<file path="src/rtl/nvm_pkg.sv">
package nvm_pkg;
    localparam int BUS_W = 32;

    localparam logic [BUS_W-1:0] KEY_FIRST  = 32'h0000_0000;
    localparam logic [BUS_W-1:0] KEY_SECOND = 32'hAA99_6655;
    localparam logic [BUS_W-1:0] KEY_THIRD  = 32'h5566_99AA;

    localparam logic [3:0] OP_NOP   = 4'd0;
    localparam logic [3:0] OP_WRITE = 4'd1;
    localparam logic [3:0] OP_ERASE = 4'd4;

    localparam int CB_START = 15;
    localparam int CB_WREN  = 14;
    localparam int CB_WRERR = 13;
    localparam int CB_LVERR = 12;

    typedef enum logic [2:0] {
        RS_CTRL  = 3'd0,
        RS_KEY   = 3'd1,
        RS_ADDR  = 3'd2,
        RS_DATA  = 3'd3,
        RS_LOCK  = 3'd4,
        RS_ARRAY = 3'd5
    } reg_sel_e;

    typedef enum logic [1:0] {
        AL_RAW  = 2'd0,
        AL_SET  = 2'd1,
        AL_CLR  = 2'd2,
        AL_NONE = 2'd3
    } alias_e;

    function automatic logic [BUS_W-1:0] apply_alias(
        input logic [BUS_W-1:0] cur,
        input logic [BUS_W-1:0] wd,
        input alias_e           al
    );
        logic [BUS_W-1:0] res;
        unique case (al)
            AL_RAW:  res = wd;
            AL_SET:  res = cur | wd;
            AL_CLR:  res = cur & ~wd;
            default: res = cur;
        endcase
        return res;
    endfunction
endpackage

</file>
<file path="src/rtl/nvm_unlock.sv">
module nvm_unlock
    import nvm_pkg::*;
#(
    parameter int ARM_WINDOW = 8
) (
    input  logic             clk,
    input  logic             rst_n,
    input  logic             key_wr,
    input  logic [BUS_W-1:0] key_val,
    input  logic             consume,
    output logic             armed
);
    localparam int TMR_W = $clog2(ARM_WINDOW + 1);

    typedef enum logic [1:0] {
        U_IDLE  = 2'd0,
        U_GOT0  = 2'd1,
        U_GOT1  = 2'd2,
        U_ARMED = 2'd3
    } ulk_e;

    ulk_e             state_q, state_d;
    logic [TMR_W-1:0] tmr_q;
    logic             expired;

    assign expired = (tmr_q == TMR_W'(ARM_WINDOW - 1));

    always_comb begin
        state_d = state_q;
        unique case (state_q)
            U_IDLE:  if (key_wr) state_d = (key_val == KEY_FIRST)  ? U_GOT0  : U_IDLE;
            U_GOT0:  if (key_wr) state_d = (key_val == KEY_SECOND) ? U_GOT1  : U_IDLE;
            U_GOT1:  if (key_wr) state_d = (key_val == KEY_THIRD)  ? U_ARMED : U_IDLE;
            U_ARMED: if (consume || key_wr || expired) state_d = U_IDLE;
            default: state_d = U_IDLE;
        endcase
    end

    always_ff @(posedge clk or negedge rst_n) begin
        if (!rst_n) begin
            state_q <= U_IDLE;
        end else begin
            state_q <= state_d;
        end
    end

    always_ff @(posedge clk or negedge rst_n) begin
        if (!rst_n) begin
            tmr_q <= '0;
        end else if (state_q == U_ARMED && state_d == U_ARMED) begin
            tmr_q <= tmr_q + 1'b1;
        end else begin
            tmr_q <= '0;
        end
    end

    assign armed = (state_q == U_ARMED);
endmodule

</file>
<file path="src/rtl/nvm_seq.sv">
module nvm_seq
    import nvm_pkg::*;
#(
    parameter int PAGES     = 8,
    parameter int ADDR_W    = 5,
    parameter int OFF_W     = 2,
    parameter int WRITE_LAT = 6,
    parameter int ERASE_LAT = 20
) (
    input  logic              clk,
    input  logic              rst_n,
    input  logic              launch,
    input  logic [3:0]        launch_op,
    input  logic [ADDR_W-1:0] launch_addr,
    input  logic [BUS_W-1:0]  launch_data,
    input  logic [PAGES-1:0]  lock,
    input  logic              lv_low,
    output logic              busy,
    output logic              commit_we,
    output logic              commit_erase,
    output logic [ADDR_W-1:0] commit_addr,
    output logic [BUS_W-1:0]  commit_data,
    output logic              set_wrerr,
    output logic              set_lverr
);
    localparam int CNT_W  = $clog2(ERASE_LAT + 1);
    localparam int PAGE_W = ADDR_W - OFF_W;

    typedef enum logic [1:0] {
        SQ_IDLE  = 2'd0,
        SQ_CHECK = 2'd1,
        SQ_RUN   = 2'd2
    } seq_e;

    seq_e              state_q, state_d;
    logic [CNT_W-1:0]  cnt_q;
    logic [3:0]        op_q;
    logic [ADDR_W-1:0] addr_q;
    logic [BUS_W-1:0]  data_q;
    logic              op_valid, page_locked, cnt_zero;
    logic [PAGE_W-1:0] page;

    assign page        = addr_q[ADDR_W-1:OFF_W];
    assign op_valid    = (op_q == OP_WRITE) || (op_q == OP_ERASE);
    assign page_locked = lock[page];
    assign cnt_zero    = (cnt_q == '0);

    always_comb begin
        state_d = state_q;
        unique case (state_q)
            SQ_IDLE:  if (launch) state_d = SQ_CHECK;
            SQ_CHECK: begin
                if (lv_low || !op_valid || page_locked) state_d = SQ_IDLE;
                else                                    state_d = SQ_RUN;
            end
            SQ_RUN:   if (lv_low || cnt_zero) state_d = SQ_IDLE;
            default:  state_d = SQ_IDLE;
        endcase
    end

    always_ff @(posedge clk or negedge rst_n) begin
        if (!rst_n) begin
            state_q <= SQ_IDLE;
        end else begin
            state_q <= state_d;
        end
    end

    always_ff @(posedge clk or negedge rst_n) begin
        if (!rst_n) begin
            op_q   <= OP_NOP;
            addr_q <= '0;
            data_q <= '0;
            cnt_q  <= '0;
        end else begin
            if (state_q == SQ_IDLE && launch) begin
                op_q   <= launch_op;
                addr_q <= launch_addr;
                data_q <= launch_data;
            end
            if (state_q == SQ_CHECK) begin
                cnt_q <= (op_q == OP_ERASE) ? CNT_W'(ERASE_LAT - 1) : CNT_W'(WRITE_LAT - 1);
            end else if (state_q == SQ_RUN && !cnt_zero) begin
                cnt_q <= cnt_q - 1'b1;
            end
        end
    end

    always_comb begin
        busy         = (state_q != SQ_IDLE);
        commit_we    = (state_q == SQ_RUN) && cnt_zero && !lv_low;
        commit_erase = (op_q == OP_ERASE);
        commit_addr  = addr_q;
        commit_data  = data_q;
        set_lverr    = (state_q != SQ_IDLE) && lv_low;
        set_wrerr    = (state_q == SQ_CHECK) && !lv_low && op_valid && page_locked;
    end
endmodule

</file>
<file path="src/rtl/nvm_array.sv">
module nvm_array
    import nvm_pkg::*;
#(
    parameter int ADDR_W = 5,
    parameter int OFF_W  = 2
) (
    input  logic              clk,
    input  logic              rst_n,
    input  logic              commit_we,
    input  logic              commit_erase,
    input  logic [ADDR_W-1:0] commit_addr,
    input  logic [BUS_W-1:0]  commit_data,
    input  logic [ADDR_W-1:0] rd_addr,
    output logic [BUS_W-1:0]  rd_data
);
    localparam int WORDS  = 1 << ADDR_W;
    localparam int PAGE_W = ADDR_W - OFF_W;

    logic [BUS_W-1:0] mem [WORDS];

    for (genvar w = 0; w < WORDS; w++) begin : g_word
        localparam logic [ADDR_W-1:0] WADDR = ADDR_W'(w);
        logic page_hit, word_hit;
        assign page_hit = (commit_addr[ADDR_W-1:OFF_W] == WADDR[ADDR_W-1:OFF_W]);
        assign word_hit = (commit_addr == WADDR);

        always_ff @(posedge clk or negedge rst_n) begin
            if (!rst_n) begin
                mem[w] <= '1;
            end else if (commit_we && commit_erase && page_hit) begin
                mem[w] <= '1;
            end else if (commit_we && !commit_erase && word_hit) begin
                mem[w] <= mem[w] & commit_data;
            end
        end
    end

    assign rd_data = mem[rd_addr];
endmodule

</file>
<file path="src/rtl/nvm_keyed_ctrl.sv">
module nvm_keyed_ctrl
    import nvm_pkg::*;
#(
    parameter int PAGES          = 8,
    parameter int WORDS_PER_PAGE = 4,
    parameter int WRITE_LAT      = 6,
    parameter int ERASE_LAT      = 20,
    parameter int ARM_WINDOW     = 8
) (
    input  logic        clk,
    input  logic        rst_n,
    input  logic        bus_wr,
    input  logic [4:0]  bus_addr,
    input  logic [31:0] bus_wdata,
    output logic [31:0] bus_rdata,
    input  logic        lv_low
);
    localparam int OFF_W  = $clog2(WORDS_PER_PAGE);
    localparam int PAGE_W = $clog2(PAGES);
    localparam int ADDR_W = PAGE_W + OFF_W;

    reg_sel_e          sel;
    alias_e            al;
    logic              wr_ctrl, key_wr, accept;
    logic [BUS_W-1:0]  ctrl_cur, ctrl_nv;
    logic [3:0]        opcode_q;
    logic              wren_q, wrerr_q, lverr_q;
    logic [ADDR_W-1:0] addr_q;
    logic [BUS_W-1:0]  data_q;
    logic [PAGES-1:0]  lock_q;
    logic              armed, busy;
    logic              commit_we, commit_erase, set_wrerr, set_lverr;
    logic [ADDR_W-1:0] commit_addr;
    logic [BUS_W-1:0]  commit_data, arr_rd;

    assign sel = reg_sel_e'(bus_addr[4:2]);
    assign al  = alias_e'(bus_addr[1:0]);

    always_comb begin
        ctrl_cur                = '0;
        ctrl_cur[3:0]           = opcode_q;
        ctrl_cur[CB_LVERR]      = lverr_q;
        ctrl_cur[CB_WRERR]      = wrerr_q;
        ctrl_cur[CB_WREN]       = wren_q;
        ctrl_cur[CB_START]      = busy;
        ctrl_nv                 = apply_alias(ctrl_cur, bus_wdata, al);
        wr_ctrl                 = bus_wr && (sel == RS_CTRL) && (al != AL_NONE);
        key_wr                  = bus_wr && (sel == RS_KEY) && (al == AL_RAW);
        accept                  = wr_ctrl && ctrl_nv[CB_START] && !busy && wren_q && armed;
    end

    always_ff @(posedge clk or negedge rst_n) begin
        if (!rst_n) begin
            opcode_q <= OP_NOP;
            wren_q   <= 1'b0;
            wrerr_q  <= 1'b0;
            lverr_q  <= 1'b0;
        end else begin
            if (wr_ctrl) begin
                opcode_q <= ctrl_nv[3:0];
                wren_q   <= ctrl_nv[CB_WREN];
            end
            if (set_wrerr)    wrerr_q <= 1'b1;
            else if (wr_ctrl) wrerr_q <= wrerr_q & ctrl_nv[CB_WRERR];
            if (set_lverr)    lverr_q <= 1'b1;
            else if (wr_ctrl) lverr_q <= lverr_q & ctrl_nv[CB_LVERR];
        end
    end

    always_ff @(posedge clk or negedge rst_n) begin
        if (!rst_n) begin
            addr_q <= '0;
            data_q <= '0;
            lock_q <= '0;
        end else if (bus_wr && al != AL_NONE) begin
            unique case (sel)
                RS_ADDR: addr_q <= ADDR_W'(apply_alias(BUS_W'(addr_q), bus_wdata, al));
                RS_DATA: data_q <= apply_alias(data_q, bus_wdata, al);
                RS_LOCK: lock_q <= PAGES'(apply_alias(BUS_W'(lock_q), bus_wdata, al));
                default: ;
            endcase
        end
    end

    always_comb begin
        unique case (sel)
            RS_CTRL:  bus_rdata = ctrl_cur;
            RS_ADDR:  bus_rdata = BUS_W'(addr_q);
            RS_DATA:  bus_rdata = data_q;
            RS_LOCK:  bus_rdata = BUS_W'(lock_q);
            RS_ARRAY: bus_rdata = arr_rd;
            default:  bus_rdata = '0;
        endcase
    end

    nvm_unlock #(
        .ARM_WINDOW (ARM_WINDOW)
    ) i_unlock (
        .clk     (clk),
        .rst_n   (rst_n),
        .key_wr  (key_wr),
        .key_val (bus_wdata),
        .consume (accept),
        .armed   (armed)
    );

    nvm_seq #(
        .PAGES     (PAGES),
        .ADDR_W    (ADDR_W),
        .OFF_W     (OFF_W),
        .WRITE_LAT (WRITE_LAT),
        .ERASE_LAT (ERASE_LAT)
    ) i_seq (
        .clk          (clk),
        .rst_n        (rst_n),
        .launch       (accept),
        .launch_op    (ctrl_nv[3:0]),
        .launch_addr  (addr_q),
        .launch_data  (data_q),
        .lock         (lock_q),
        .lv_low       (lv_low),
        .busy         (busy),
        .commit_we    (commit_we),
        .commit_erase (commit_erase),
        .commit_addr  (commit_addr),
        .commit_data  (commit_data),
        .set_wrerr    (set_wrerr),
        .set_lverr    (set_lverr)
    );

    nvm_array #(
        .ADDR_W (ADDR_W),
        .OFF_W  (OFF_W)
    ) i_array (
        .clk          (clk),
        .rst_n        (rst_n),
        .commit_we    (commit_we),
        .commit_erase (commit_erase),
        .commit_addr  (commit_addr),
        .commit_data  (commit_data),
        .rd_addr      (addr_q),
        .rd_data      (arr_rd)
    );
endmodule

</file>
<file path="config.mk">
export PLATFORM = sky130hd
export DESIGN_NAME = nvm_keyed_ctrl
export DESIGN_NICKNAME = d
export VERILOG_FILES = /design/src/rtl/nvm_pkg.sv /design/src/rtl/nvm_unlock.sv /design/src/rtl/nvm_seq.sv /design/src/rtl/nvm_array.sv /design/src/rtl/nvm_keyed_ctrl.sv
export SDC_FILE = /design/constraint.sdc
export NUM_CORES = 2
export LEC_CHECK = 0
export BUFFER_PORTS_ARGS = -buffer_cell sky130_fd_sc_hd__buf_4
export CAP_MARGIN = 20
export CORE_MARGIN = 10
export CORE_UTILIZATION = 30
export DETAILED_ROUTE_END_ITERATION = 10
export REMOVE_ABC_BUFFERS = 1
export SKIP_CTS_REPAIR_TIMING = 1
export SLEW_MARGIN = 20
export SYNTH_ARGS = -nofsm -noshare
export SYNTH_HDL_FRONTEND = slang
export SYNTH_SLANG_ARGS = --single-unit
</file>
<file path="constraint.sdc">
create_clock -name clk -period 6 [get_ports clk]
set_input_delay 1.2 -clock clk [delete_from_list [all_inputs] [get_ports clk]]
set_output_delay 1.2 -clock clk [all_outputs]
set_load 0.05 [all_outputs]
</file>
==> impl_metrics.ini <==
[flow_run]
maxCapViolations = 0

[synth]
synth_cell_types = 57
synth_area_leaders = dfstp_2 (52%), mux4_2 (12%), o21ai_0 (9.7%)
syn_area_per_cell_um2 = 11.0
postSynthCellCount = 4717
synth-async-reset-ratio = 1.00
yosysSeqAreaShare = 0.568
synth_area_leader_cell = dfstp_2
synthDominantCellAreaShare = 0.517
synth_edf_count = 0
ys_ff_latch = 1130
netlist_area_um2 = 52000
yosys_warnings = 0
ys.flop_type = dfstp_2

[grt]
grt_pass1_wl_um = 251000
grt.overflow.total = 0
antenna_found_initial = 31
grt_max_degree = 193
first_global_vias = 38300
grt_usage = 0.169

[clock_tree]
cts_tree = yes
htree_levels = 3
cts.sinks = 1130
clk_path_buf_depth = 3
cts_buffers = 113
clkTransAtPathRegs_ps = 70
clock_latency_ps = 730
clockRootBuffer = clkbuf_16

[drt]
detail_route.wl_per_cell_um = 23.5
wirelength_um = 165000
vias = 38000
vias_per_cell = 5.41
remaining_drc_errors = 0
drt_iter0_drc = 3577
ant_nets = 0
drt_pass1_iterations = 6

[sta]
min_period_ps = 5390
setup_slack_ps = 607
fin_skew_ps = 32.5
hold_viol_final = 0
rsz0062_at_grt = false
tns_ps = 0
worstMarginPinSlew_ps = 1150
final.period_utilization = 0.899
setup_violations = 0
relSlewSlack = 0.232
fmax_ghz = 0.185
drv_slew = 0

[critical_path]
cp.arrival_ps = 4190
r2r_slack_ps = 2270
cp_common_cell = buf_4
r2r_start = i_seq.cnt_q[0]
worstPathMaxFanout = 38
critical_path.startpoint = addr_q[0]
cp-start-kind = flip-flop
timing.rr.end = i_array.mem[74]
crit_required_ps = 4800
rr_worst_depth = 9
crit_end = bus_rdata[4]
cp_slowest_cell = dfrtp_4
path_cells = buf_4 -> mux4_2 -> nor2b_1 -> a211oi_1 -> nor3_1 -> a221o_1 -> buf_4
end_kind = primary output
slowest_delay_ps = 1040
path_class = flip-flop to primary output

[floorplanning]
fp.dieH_um = 436
die_w_um = 436
start_util = 0.302
die-area_um2 = 190000
rows = 152
ios = 73
core-area_um2 = 172000

[place]
dp_slack_ps = 1160
globalplace.congestion = 0.881
placed_area_um2 = 54900
dpl.hpwl_um = 98500
port-buffer-count = 72

[cells_and_area]
drive_above_1_share = 0.396
stdcell_area_um2 = 59000
area_growth_pct = 13.6
nNetsFinal = 4657

[power_and_ir_drop]
powerDensity_nw_per_um2 = 297
total_power_mw = 17.6
vdd_drop_max_v = 0.000277
power.leakage_nw = 27.1

[hold_path]
hold_start = i_array.mem[615]
hold_depth = 2
hold_path.class = flip-flop to flip-flop

[run_status]
status = completed
-- per-layer routing --
| metal | global-route usage | vias up | wire (µm) |
|---|---|---|---|
| li1 | - | 16400 | - |
| met5 | 0 | - | 0 |
| met3 | 0.0254 | 369 | 10200 |
| met2 | 0.277 | 1435 | 79600 |
| met4 | 0.0917 | 0 | 8680 |
| met1 | 0.213 | 19800 | 66800 |
-- cells in the mapped netlist (6+ instances only) --
library cell	count
ha_1	6
a221oi_1	12
a22oi_1	40
o21ai_0	1007
nand2_1	1086
a211o_1	13
nand4_1	12
mux2i_1	51
nor2_1	32
o22ai_1	37
dfstp_2	1024
clkbuf_1	301
or2_2	131
inv_1	8
nor2b_1	44
a21oi_1	133
mux2_2	53
nand3_1	13
buf_2	54
or3_1	34
nand2b_1	104
buf_1	14
buf_4	7
nor3_1	11
nor4_1	11
dfrtp_1	106
mux4_2	272
o21ai_1	37
and3_1	6
-- layout make-up --
type	instances	area [µm²]
diodes	14	35.0
clock buffers	152	3300
clock inverters	59	781
fillers	17100	113000
inverters	8	30.0
multi-input cells	3203	21100
flip-flops and latches	1130	29600
well taps	2310	2890
repair buffers	154	1350
-- where the power goes --
group	internal [mW]	switching, mW
sequential	7.75	0.313
clock	4.60	3.16
combinational	0.656	1.08
total	13.0	4.56
-- worst min-delay path by stage --
stage	endpoint
2_1_floorplan	i_unlock.tmr_q[0]
3_3_place_gp	i_unlock.tmr_q[0]
3_5_place_dp	i_unlock.tmr_q[0]
4_1_cts	i_array.mem[553]
5_1_grt	i_array.mem[858]
6_report	i_array.mem[615]
-- flip-flops by register name (all words and copies together) (netlist names) --
| register | cells |
|---|---|
| wrerr_q | 1 |
| i_seq.commit_data | 32 |
| i_unlock.state_q | 2 |
| i_seq.cnt_q | 5 |
| opcode_q | 4 |
| lverr_q | 1 |
| i_array.mem | 1024 |
| i_seq.op_q | 4 |
| i_seq.commit_addr | 5 |
| i_seq.state_q | 2 |
| addr_q | 5 |
| data_q | 32 |
| wren_q | 1 |
| i_unlock.tmr_q | 4 |
| lock_q | 8 |
-- cell families after synthesis --
logic type	count (synthesis)	synth area share
flip-flops	1130	0.568
buffers and inverters	384	0.0295
adder cells (fa/ha/maj)	6	0.00144
AO/OA/AOI/OAI	1311	0.133
AND/OR/NAND/NOR	1506	0.128
XOR/XNOR	4	0.000674
multiplexers	376	0.139
-- through the flow --
stage,hold slack [ps],utilization,std cells
final,475,0.343,7030
after global routing,485,0.343,7029
after CTS,476,0.343,7015
after detailed placement,457,0.319,6804
after global placement,444,0.319,6804
after floorplan,433,-,4341
-- critical path, delay by kind of cell (launching register included) --
kind	cells	cell delay (ps)
AND/OR/NAND/NOR	2	260
buffers and inverters	2	680
multiplexers	1	530
flip-flops	1	1040
AO/OA/AOI/OAI	2	890
-- cells in the final DEF (no fill, tap or decap), types with 14 or more instances in the layout --
cell type,netlist,final
nand2_1,1086,1077
dfstp_2,1024,1024
o21ai_0,1007,1007
mux4_2,272,272
buf_4,7,139
a21oi_1,133,133
or2_2,131,130
clkbuf_16,0,119
nand2b_1,104,102
dfrtp_1,106,100
mux2_2,53,53
mux2i_1,51,51
a22oi_1,40,40
nor2b_1,44,39
o22ai_1,37,37
o21ai_1,37,37
or3_1,34,34
nor2_1,32,30
clkinv_2,0,26
clkbuf_8,0,20
bufinv_16,0,17
diode_2,0,14
No activity file was read; power rests on OpenSTA's default activity.
